## src/rtl/dtm_pkg.sv

```systemverilog
package dtm_pkg;

  localparam int DW     = 32;
  localparam int PRE_W  = 8;
  localparam int NAR_W  = 16;

  typedef enum logic [2:0] {
    RG_CTRL   = 3'd0,
    RG_LOAD   = 3'd1,
    RG_DEFER  = 3'd2,
    RG_COUNT  = 3'd3,
    RG_CLEAR  = 3'd4,
    RG_RAW    = 3'd5,
    RG_MASKED = 3'd6,
    RG_SPARE  = 3'd7
  } reg_e;

  typedef struct packed {
    logic       ie;
    logic [1:0] pre;
    logic       wide;
    logic       oneshot;
    logic       periodic;
    logic       run;
  } ctrl_t;

  localparam ctrl_t CTRL_RST = 7'h40;

  function automatic logic [7:0] id_byte(input logic [2:0] i);
    case (i)
      3'd0: id_byte = 8'h04;
      3'd1: id_byte = 8'h18;
      3'd2: id_byte = 8'h14;
      3'd3: id_byte = 8'h00;
      3'd4: id_byte = 8'h0D;
      3'd5: id_byte = 8'hF0;
      3'd6: id_byte = 8'h05;
      default: id_byte = 8'hB1;
    endcase
  endfunction

  function automatic logic [PRE_W-1:0] pre_mask(input logic [1:0] code);
    case (code)
      2'd1:    pre_mask = PRE_W'(8'h0F);
      2'd2:    pre_mask = PRE_W'(8'hFF);
      default: pre_mask = '0;
    endcase
  endfunction

  function automatic logic [DW-1:0] span_mask(input logic wide);
    span_mask = wide ? {DW{1'b1}} : DW'({NAR_W{1'b1}});
  endfunction

  function automatic logic [DW-1:0] step_count(input logic [DW-1:0] cnt,
                                               input logic [DW-1:0] limit,
                                               input ctrl_t c);
    if (cnt != '0)       step_count = cnt - 1'b1;
    else if (c.oneshot)  step_count = '0;
    else if (c.periodic) step_count = limit & span_mask(c.wide);
    else                 step_count = span_mask(c.wide);
  endfunction

endpackage

```

## src/rtl/dtm_prescaler.sv

```systemverilog
module dtm_prescaler
  import dtm_pkg::*;
(
  input  logic             clk,
  input  logic             rst_n,
  input  logic             clr,
  input  logic             tick,
  input  logic [PRE_W-1:0] mask,
  output logic             fire
);
  logic [PRE_W-1:0] phase;

  assign fire = tick && ((phase & mask) == mask);

  always_ff @(posedge clk) begin
    if (!rst_n || clr) phase <= '0;
    else if (tick)     phase <= phase + 1'b1;
  end
endmodule

```

## src/rtl/dtm_decode.sv

```systemverilog
module dtm_decode #(
  parameter int ADDR_W    = 12,
  parameter int N_CH      = 2,
  parameter int WIN_BYTES = 32
) (
  input  logic [ADDR_W-1:0] addr,
  output logic [N_CH-1:0]   ch_hit,
  output logic              id_hit,
  output logic [2:0]        loc_idx
);
  localparam int WIN_W = $clog2(WIN_BYTES);
  localparam int PG_W  = ADDR_W - WIN_W;

  logic [PG_W-1:0] page;
  logic            unused_lane;

  assign page        = addr[ADDR_W-1:WIN_W];
  assign loc_idx     = addr[WIN_W-1:2];
  assign id_hit      = (page == {PG_W{1'b1}});
  assign unused_lane = ^addr[1:0];

  for (genvar c = 0; c < N_CH; c++) begin : g_hit
    assign ch_hit[c] = (page == PG_W'(c));
  end
endmodule

```

## src/rtl/dtm_channel.sv

```systemverilog
module dtm_channel
  import dtm_pkg::*;
(
  input  logic          clk,
  input  logic          rst_n,
  input  logic          tick,
  input  logic          wr_en,
  input  logic [2:0]    idx,
  input  logic [DW-1:0] wdata,
  output logic [DW-1:0] rd_word,
  output logic [DW-1:0] cnt_o,
  output logic          raw_o,
  output logic          ie_o,
  output logic          run_o,
  output logic          load_o
);
  ctrl_t         ctrl;
  logic [DW-1:0] limit;
  logic [DW-1:0] cnt;
  logic          raw;
  logic          fire;
  logic          wr_ctrl, wr_load, wr_defer, wr_clr;
  logic          hit_zero;
  logic [DW-8:0] unused_hi;

  assign wr_ctrl   = wr_en && (reg_e'(idx) == RG_CTRL);
  assign wr_load   = wr_en && (reg_e'(idx) == RG_LOAD);
  assign wr_defer  = wr_en && (reg_e'(idx) == RG_DEFER);
  assign wr_clr    = wr_en && (reg_e'(idx) == RG_CLEAR);
  assign hit_zero  = fire && (cnt == DW'(1));
  assign unused_hi = wdata[DW-1:7];

  dtm_prescaler u_pre (
    .clk  (clk),
    .rst_n(rst_n),
    .clr  (wr_ctrl),
    .tick (tick && ctrl.run),
    .mask (pre_mask(ctrl.pre)),
    .fire (fire)
  );

  always_ff @(posedge clk) begin
    if (!rst_n) begin
      ctrl  <= CTRL_RST;
      limit <= '0;
      cnt   <= '0;
      raw   <= 1'b0;
    end else begin
      if (wr_ctrl) ctrl <= ctrl_t'(wdata[6:0]);
      if (wr_load || wr_defer) limit <= wdata;
      if (wr_load)   cnt <= wdata & span_mask(ctrl.wide);
      else if (fire) cnt <= step_count(cnt, limit, ctrl);
      if (hit_zero)    raw <= 1'b1;
      else if (wr_clr) raw <= 1'b0;
    end
  end

  always_comb begin
    case (reg_e'(idx))
      RG_CTRL:   rd_word = DW'(ctrl);
      RG_LOAD,
      RG_DEFER:  rd_word = limit;
      RG_COUNT:  rd_word = cnt;
      RG_RAW:    rd_word = DW'(raw);
      RG_MASKED: rd_word = DW'(raw & ctrl.ie);
      default:   rd_word = '0;
    endcase
  end

  assign cnt_o  = cnt;
  assign raw_o  = raw;
  assign ie_o   = ctrl.ie;
  assign run_o  = ctrl.run;
  assign load_o = wr_load;
endmodule

```

## src/rtl/twin_timer.sv

```systemverilog
module twin_timer
  import dtm_pkg::*;
#(
  parameter int ADDR_W    = 12,
  parameter int N_CH      = 2,
  parameter int WIN_BYTES = 32
) (
  input  logic              clk,
  input  logic              rst_n,
  input  logic [N_CH-1:0]   tick,
  input  logic              wr_en,
  input  logic              rd_en,
  input  logic [ADDR_W-1:0] addr,
  input  logic [DW-1:0]     wdata,
  output logic [DW-1:0]     rdata,
  output logic              irq
);
  logic [N_CH-1:0]         ch_hit;
  logic                    id_hit;
  logic [2:0]              loc_idx;
  logic [N_CH-1:0]         ch_wsel;
  logic [N_CH-1:0][DW-1:0] ch_rd;
  logic [N_CH-1:0][DW-1:0] ch_cnt;
  logic [N_CH-1:0]         ch_raw, ch_ie, ch_run, ch_load;
  logic [DW-1:0]           rd_next;

  dtm_decode #(.ADDR_W(ADDR_W), .N_CH(N_CH), .WIN_BYTES(WIN_BYTES)) u_dec (
    .addr   (addr),
    .ch_hit (ch_hit),
    .id_hit (id_hit),
    .loc_idx(loc_idx)
  );

  for (genvar c = 0; c < N_CH; c++) begin : g_ch
    assign ch_wsel[c] = wr_en && ch_hit[c];
    dtm_channel u_ch (
      .clk    (clk),
      .rst_n  (rst_n),
      .tick   (tick[c]),
      .wr_en  (ch_wsel[c]),
      .idx    (loc_idx),
      .wdata  (wdata),
      .rd_word(ch_rd[c]),
      .cnt_o  (ch_cnt[c]),
      .raw_o  (ch_raw[c]),
      .ie_o   (ch_ie[c]),
      .run_o  (ch_run[c]),
      .load_o (ch_load[c])
    );
  end

  always_comb begin
    rd_next = '0;
    if (id_hit) rd_next = DW'(id_byte(loc_idx));
    for (int c = 0; c < N_CH; c++)
      if (ch_hit[c]) rd_next = ch_rd[c];
  end

  always_ff @(posedge clk) begin
    if (!rst_n)     rdata <= '0;
    else if (rd_en) rdata <= rd_next;
  end

  assign irq = |(ch_raw & ch_ie);
endmodule

```

## config.mk

```make
export PLATFORM = sky130hd
export DESIGN_NAME = twin_timer
export DESIGN_NICKNAME = d
export VERILOG_FILES = /design/src/rtl/dtm_pkg.sv /design/src/rtl/dtm_prescaler.sv /design/src/rtl/dtm_decode.sv /design/src/rtl/dtm_channel.sv /design/src/rtl/twin_timer.sv
export SDC_FILE = /design/constraint.sdc
export NUM_CORES = 1
export LEC_CHECK = 0
export BUFFER_PORTS_ARGS = -buffer_cell sky130_fd_sc_hd__buf_2
export CORE_UTILIZATION = 57
export CTS_BUF_LIST = sky130_fd_sc_hd__clkbuf_4
export DETAILED_ROUTE_END_ITERATION = 7
export GPL_ROUTABILITY_DRIVEN = 0
export PLACE_DENSITY = 0.79
export SLEW_MARGIN = 20
export SYNTH_ARGS = -nofsm -noshare
export SYNTH_HDL_FRONTEND = slang
export SYNTH_SLANG_ARGS = --single-unit
```

## constraint.sdc

```tcl
create_clock -name clk -period 2.4 [get_ports clk]
set_input_delay 0.36 -clock clk [delete_from_list [all_inputs] [get_ports clk]]
set_output_delay 0.36 -clock clk [all_outputs]
set_load 0.05 [all_outputs]
```

==> impl_table.tex <==
\begin{tabular}{lr}
\hline
Metric & Value \\
\hline
\multicolumn{2}{l}{\textbf{Run status}} \\
Run status & complete, but fails checks \\
Violated checks & DRC, setup timing \\
\multicolumn{2}{l}{\textbf{Worst setup path}} \\
Kind of launch point of the worst setup path & flop \\
Internal reg-to-reg setup slack & -100 ps \\
Largest driver fanout on the critical path & 6 \\
Worst Setup Path Type & reg2reg \\
Critical path capture point & g\_ch[0].u\_ch.cnt\_o[31] \\
Data required time at the worst endpoint & 2920 ps \\
Worst-case reg-to-reg path depth & 8 \\
Capture instance of the worst register-to-register path & g\_ch[0].u\_ch.cnt\_o[31] \\
Start of the worst register-to-register path & g\_ch[0].u\_ch.cnt\_o[1] \\
Data arrival time of the critical path & 3020 ps \\
Setup crit start & g\_ch[0].u\_ch.cnt\_o[1] \\
Endpoint class of the critical path & flop \\
\multicolumn{2}{l}{\textbf{Yosys}} \\
Register bit total from synthesis & $\sim$190 \\
Average cell area after synthesis & 7.50 sq um \\
Synth warn & 0 \\
EDFF count, synth & 0 \\
Proportion of synthesized chip area in sequential cells & 0.354 \\
Post-synth top area share & 0.354 \\
Synth async-reset ratio & 0 \\
Number of instances in the synthesized netlist & 1447 \\
Unique masters post-synth & between 70 and 80 \\
Main flop type after synthesis & dfxtp\_1 \\
Most area-consuming cells after synthesis & dfxtp\_1 (35\%), a21oi\_1 (7.3\%), nand2\_1 (6.9\%), nor2\_1 (4.8\%), a221oi\_1 (4.2\%) \\
Post-synthesis cell area & 0.0109 sq mm \\
Syn nets & 1505 \\
Cell taking the most area after synthesis & dfxtp\_1 \\
\multicolumn{2}{l}{\textbf{Placed design}} \\
Cell area after placement & about 0.012 sq mm \\
Detail Placement HPWL & 27700 um \\
Pre-CTS WS & -104 ps \\
Port Buffer Count & 80 \\
\multicolumn{2}{l}{\textbf{STA}} \\
Worst Tran Pin Value & roughly 650 ps \\
Number of hold-slack violations in the final timing report & 0 \\
PnR worst setup slack & -104 ps \\
Final critical path time including I/O delays and setup & 2500 ps \\
Fmax achieved & 399 MHz \\
Setup Skew & 28.9 ps \\
Final number of setup-violating endpoints & 8 \\
Slew Limit Fails & 0 \\
Final worst path period share & 1.04 \\
Unrepaired setup endpoints after global routing & yes \\
Headroom to the max-slew limit & 0.565 \\
\multicolumn{2}{l}{\textbf{Pwr}} \\
Sw Share & 0.285 \\
Worst voltage drop across the vdd grid & 0.273 mV \\
P per Cell Area & 431 mW/mm\^{}2 \\
Sequential fraction of design power & 0.573 \\
Clock network fraction of total power & 0.333 \\
Power Total & approximately 5.6 mW \\
Combinational share of power & 0.093 \\
Total leakage power & 5.00 nW \\
P\_sw & 1.59 mW \\
Pint & 4.00 mW \\
\multicolumn{2}{l}{\textbf{Finish}} \\
Highest-count cells in the layout ignoring fill and taps & nand2\_1 (199), dfxtp\_1 (187), a21oi\_1 (158) \\
FILL cells & 1513 \\
Growth of design area from synthesis to finish & 19.4\% \\
Area of the multi-input gates & 0.00655 sq mm \\
Share of layout cells above drive strength 1 & 0.214 \\
Most common library cell in the layout ignoring fill and taps & nand2\_1 \\
Design area & between 0.01 and 0.015 sq mm \\
Number of nets at the end of the flow & 1649 \\
Total area of sequential cells & 0.00385 sq mm \\
\multicolumn{2}{l}{\textbf{Detailed routing}} \\
Average detailed-routed wire length per instance & 21.3 um \\
Drt total wl & 39200 um \\
Vias & 12500 \\
Routed vias/inst & 6.80 \\
Number of antenna-violating nets in the routed design & 0 \\
Detailed-routing iteration count for the pre-antenna-repair pass & 8 \\
Detailed Route Iter0 Violations & 2106 \\
DRC & 2 \\
\multicolumn{2}{l}{\textbf{Hold path}} \\
Worst min-delay path class & in2reg \\
\multicolumn{2}{l}{\textbf{GRT}} \\
Maximum number of pins on one net before global-route repair & 58 \\
Number of antenna violations at the first check in global routing & 2 \\
Global-route wire length before repair & a little over 60000 um \\
Total GRT Usage & 0.397 \\
Number of global-route vias before repair & 11518 \\
Total global routing overflow & 0 \\
\multicolumn{2}{l}{\textbf{Clocking}} \\
Root buffer selected by CTS & clkbuf\_4 \\
Level count of the clock H-tree & 4 \\
Later-pin clock latency in the skew report & 620 ps \\
Sinks on Clock Net & 192 \\
TritonCTS clock tree & yes \\
CTS Buffer Depth & 2 \\
Clk pin slew, worst setup/hold paths & $\sim$170 ps \\
Inserted Clock Buffers & 17 \\
\multicolumn{2}{l}{\textbf{Floorplanning}} \\
Height of the chip & 140 um \\
Die width & roughly 140 um \\
Die Area & just under 0.02 sq mm \\
I/O pin count & 83 \\
Starting utilization of the core area & 0.580 \\
Rows & 50 \\
Core Region & 0.0187 sq mm \\
\multicolumn{2}{l}{\textbf{Flow run}} \\
Total of max-cap violations & 0 \\
\hline
\end{tabular}
sequential cells by signal, summed over array words and instances, names as in the netlist:
signal                 flops
g_ch.u_ch.u_pre.phase     16
g_ch.u_ch.limit           64
g_ch.u_ch.raw_o            2
g_ch.u_ch.ctrl            10
rdata                     32
g_ch.u_ch.cnt_o           64
g_ch.u_ch.run_o            2
g_ch.u_ch.ie_o             2
per-layer routing:
layer | routed length, um | track usage
met1 | 15000 | 0.519
met2 | 17000 | 0.597
met3 | 4970 | 0.107
met4 | 2160 | 0.210
met5 | 12 | 0
power by group through the flow:
stage / registers, mW / logic [mW] / clock network (mW)
finish: 3.20 / 0.522 / 1.86
global route: 3.20 / 0.543 / 1.99
CTS: 3.20 / 0.492 / 1.87
detailed placement: 3.27 / 0.488 / 0
global placement: 3.27 / 0.483 / 0
floorplan: 3.29 / 0.226 / 0
synth_stat cells (4+ instances only):
cell      number
a22o_1         4
nor2_1       139
clkbuf_1     108
a22oi_1        8
a221oi_1      52
o22ai_1       20
o31ai_1        9
xnor2_1       18
a31oi_1       20
xor2_1        22
nor2b_1        5
o21ai_0       90
inv_1         48
dfxtp_1      192
or3_1         12
nand2b_1      14
o31a_1         4
and2_1         6
mux2i_1       23
o211ai_1      19
nand4_1       21
a211oi_1      10
buf_2          8
or4_1         14
nor4_1        28
o32a_1        24
ha_1           8
nand3b_1       4
nor3_1        33
nand2_1      199
o41ai_1        5
and3_1         7
o21a_1         5
nand3_1       35
o221ai_1       4
a21oi_1      159
or2_2          5
how the worst min path moves through the flow:
stage | startpoint | to | cells past startpoint
finish | wdata[9] | g_ch[0].u_ch.limit[9] | 3
global route | wdata[8] | g_ch[0].u_ch.limit[8] | 3
CTS | wdata[30] | g_ch[1].u_ch.limit[30] | 3
detailed placement | g_ch[0].u_ch.limit[6] | g_ch[0].u_ch.limit[6] | 2
global placement | g_ch[0].u_ch.limit[6] | g_ch[0].u_ch.limit[6] | 2
floorplan | g_ch[0].u_ch.limit[2] | g_ch[0].u_ch.limit[2] | 2
worst max-delay path, stage by stage (launching register included):
cell and delay, ps:
dfxtp_2 360, inv_2 70, ha_4 130, or4b_1 430, or4_4 440, or3_4 430
and2_4 200, a221oi_4 270, a21oi_2 80
logic make-up (layout without fill, tap and decap cells):
logic type / after synthesis / in the layout / synth area share
AO/OA/AOI/OAI: 466 / 466 / 0.279
XOR/XNOR: 40 / 40 / 0.0323
adder cells (fa/ha/maj): 8 / 8 / 0.00922
buffers and inverters: 171 / 327 / 0.0621
flip-flops: 192 / 192 / 0.354
multiplexers: 24 / 24 / 0.0223
other: 0 / 1 / 0
AND/OR/NAND/NOR: 546 / 547 / 0.241
cell type report:
type	instances	area share
multi-input combinational	1085	0.506
sequential	192	0.297
timing repair buffer	246	0.138
tap	234	0.0226
inverter	49	0.0144
clock inverter	14	0.0119
clock buffer	18	0.0104
antenna	1	0.000193
stage by stage:
stage / utilization / std cells / hold slack, ps / setup TNS, ps
finish: 0.693 / 1839 / 22.2 / -387
global route: 0.693 / 1839 / 9.86 / -1910
CTS: 0.684 / 1837 / 7.79 / -297
detailed placement: 0.665 / 1800 / 450 / -299
global placement: 0.665 / 1800 / 444 / -167
floorplan: - / 1447 / 436 / -250
timing repair:
action / in CTS / in global routing
hold buffers: 0 / 0
pin swaps: 9 / 9
endpoints found under the hold margin: 0 / 0
setup buffers: 3 / 1
cloned: 2 / 0
setup endpoints to repair: 18 / 43
gates resized for setup: 8 / 33
Power figures use the tool's default switching activity.
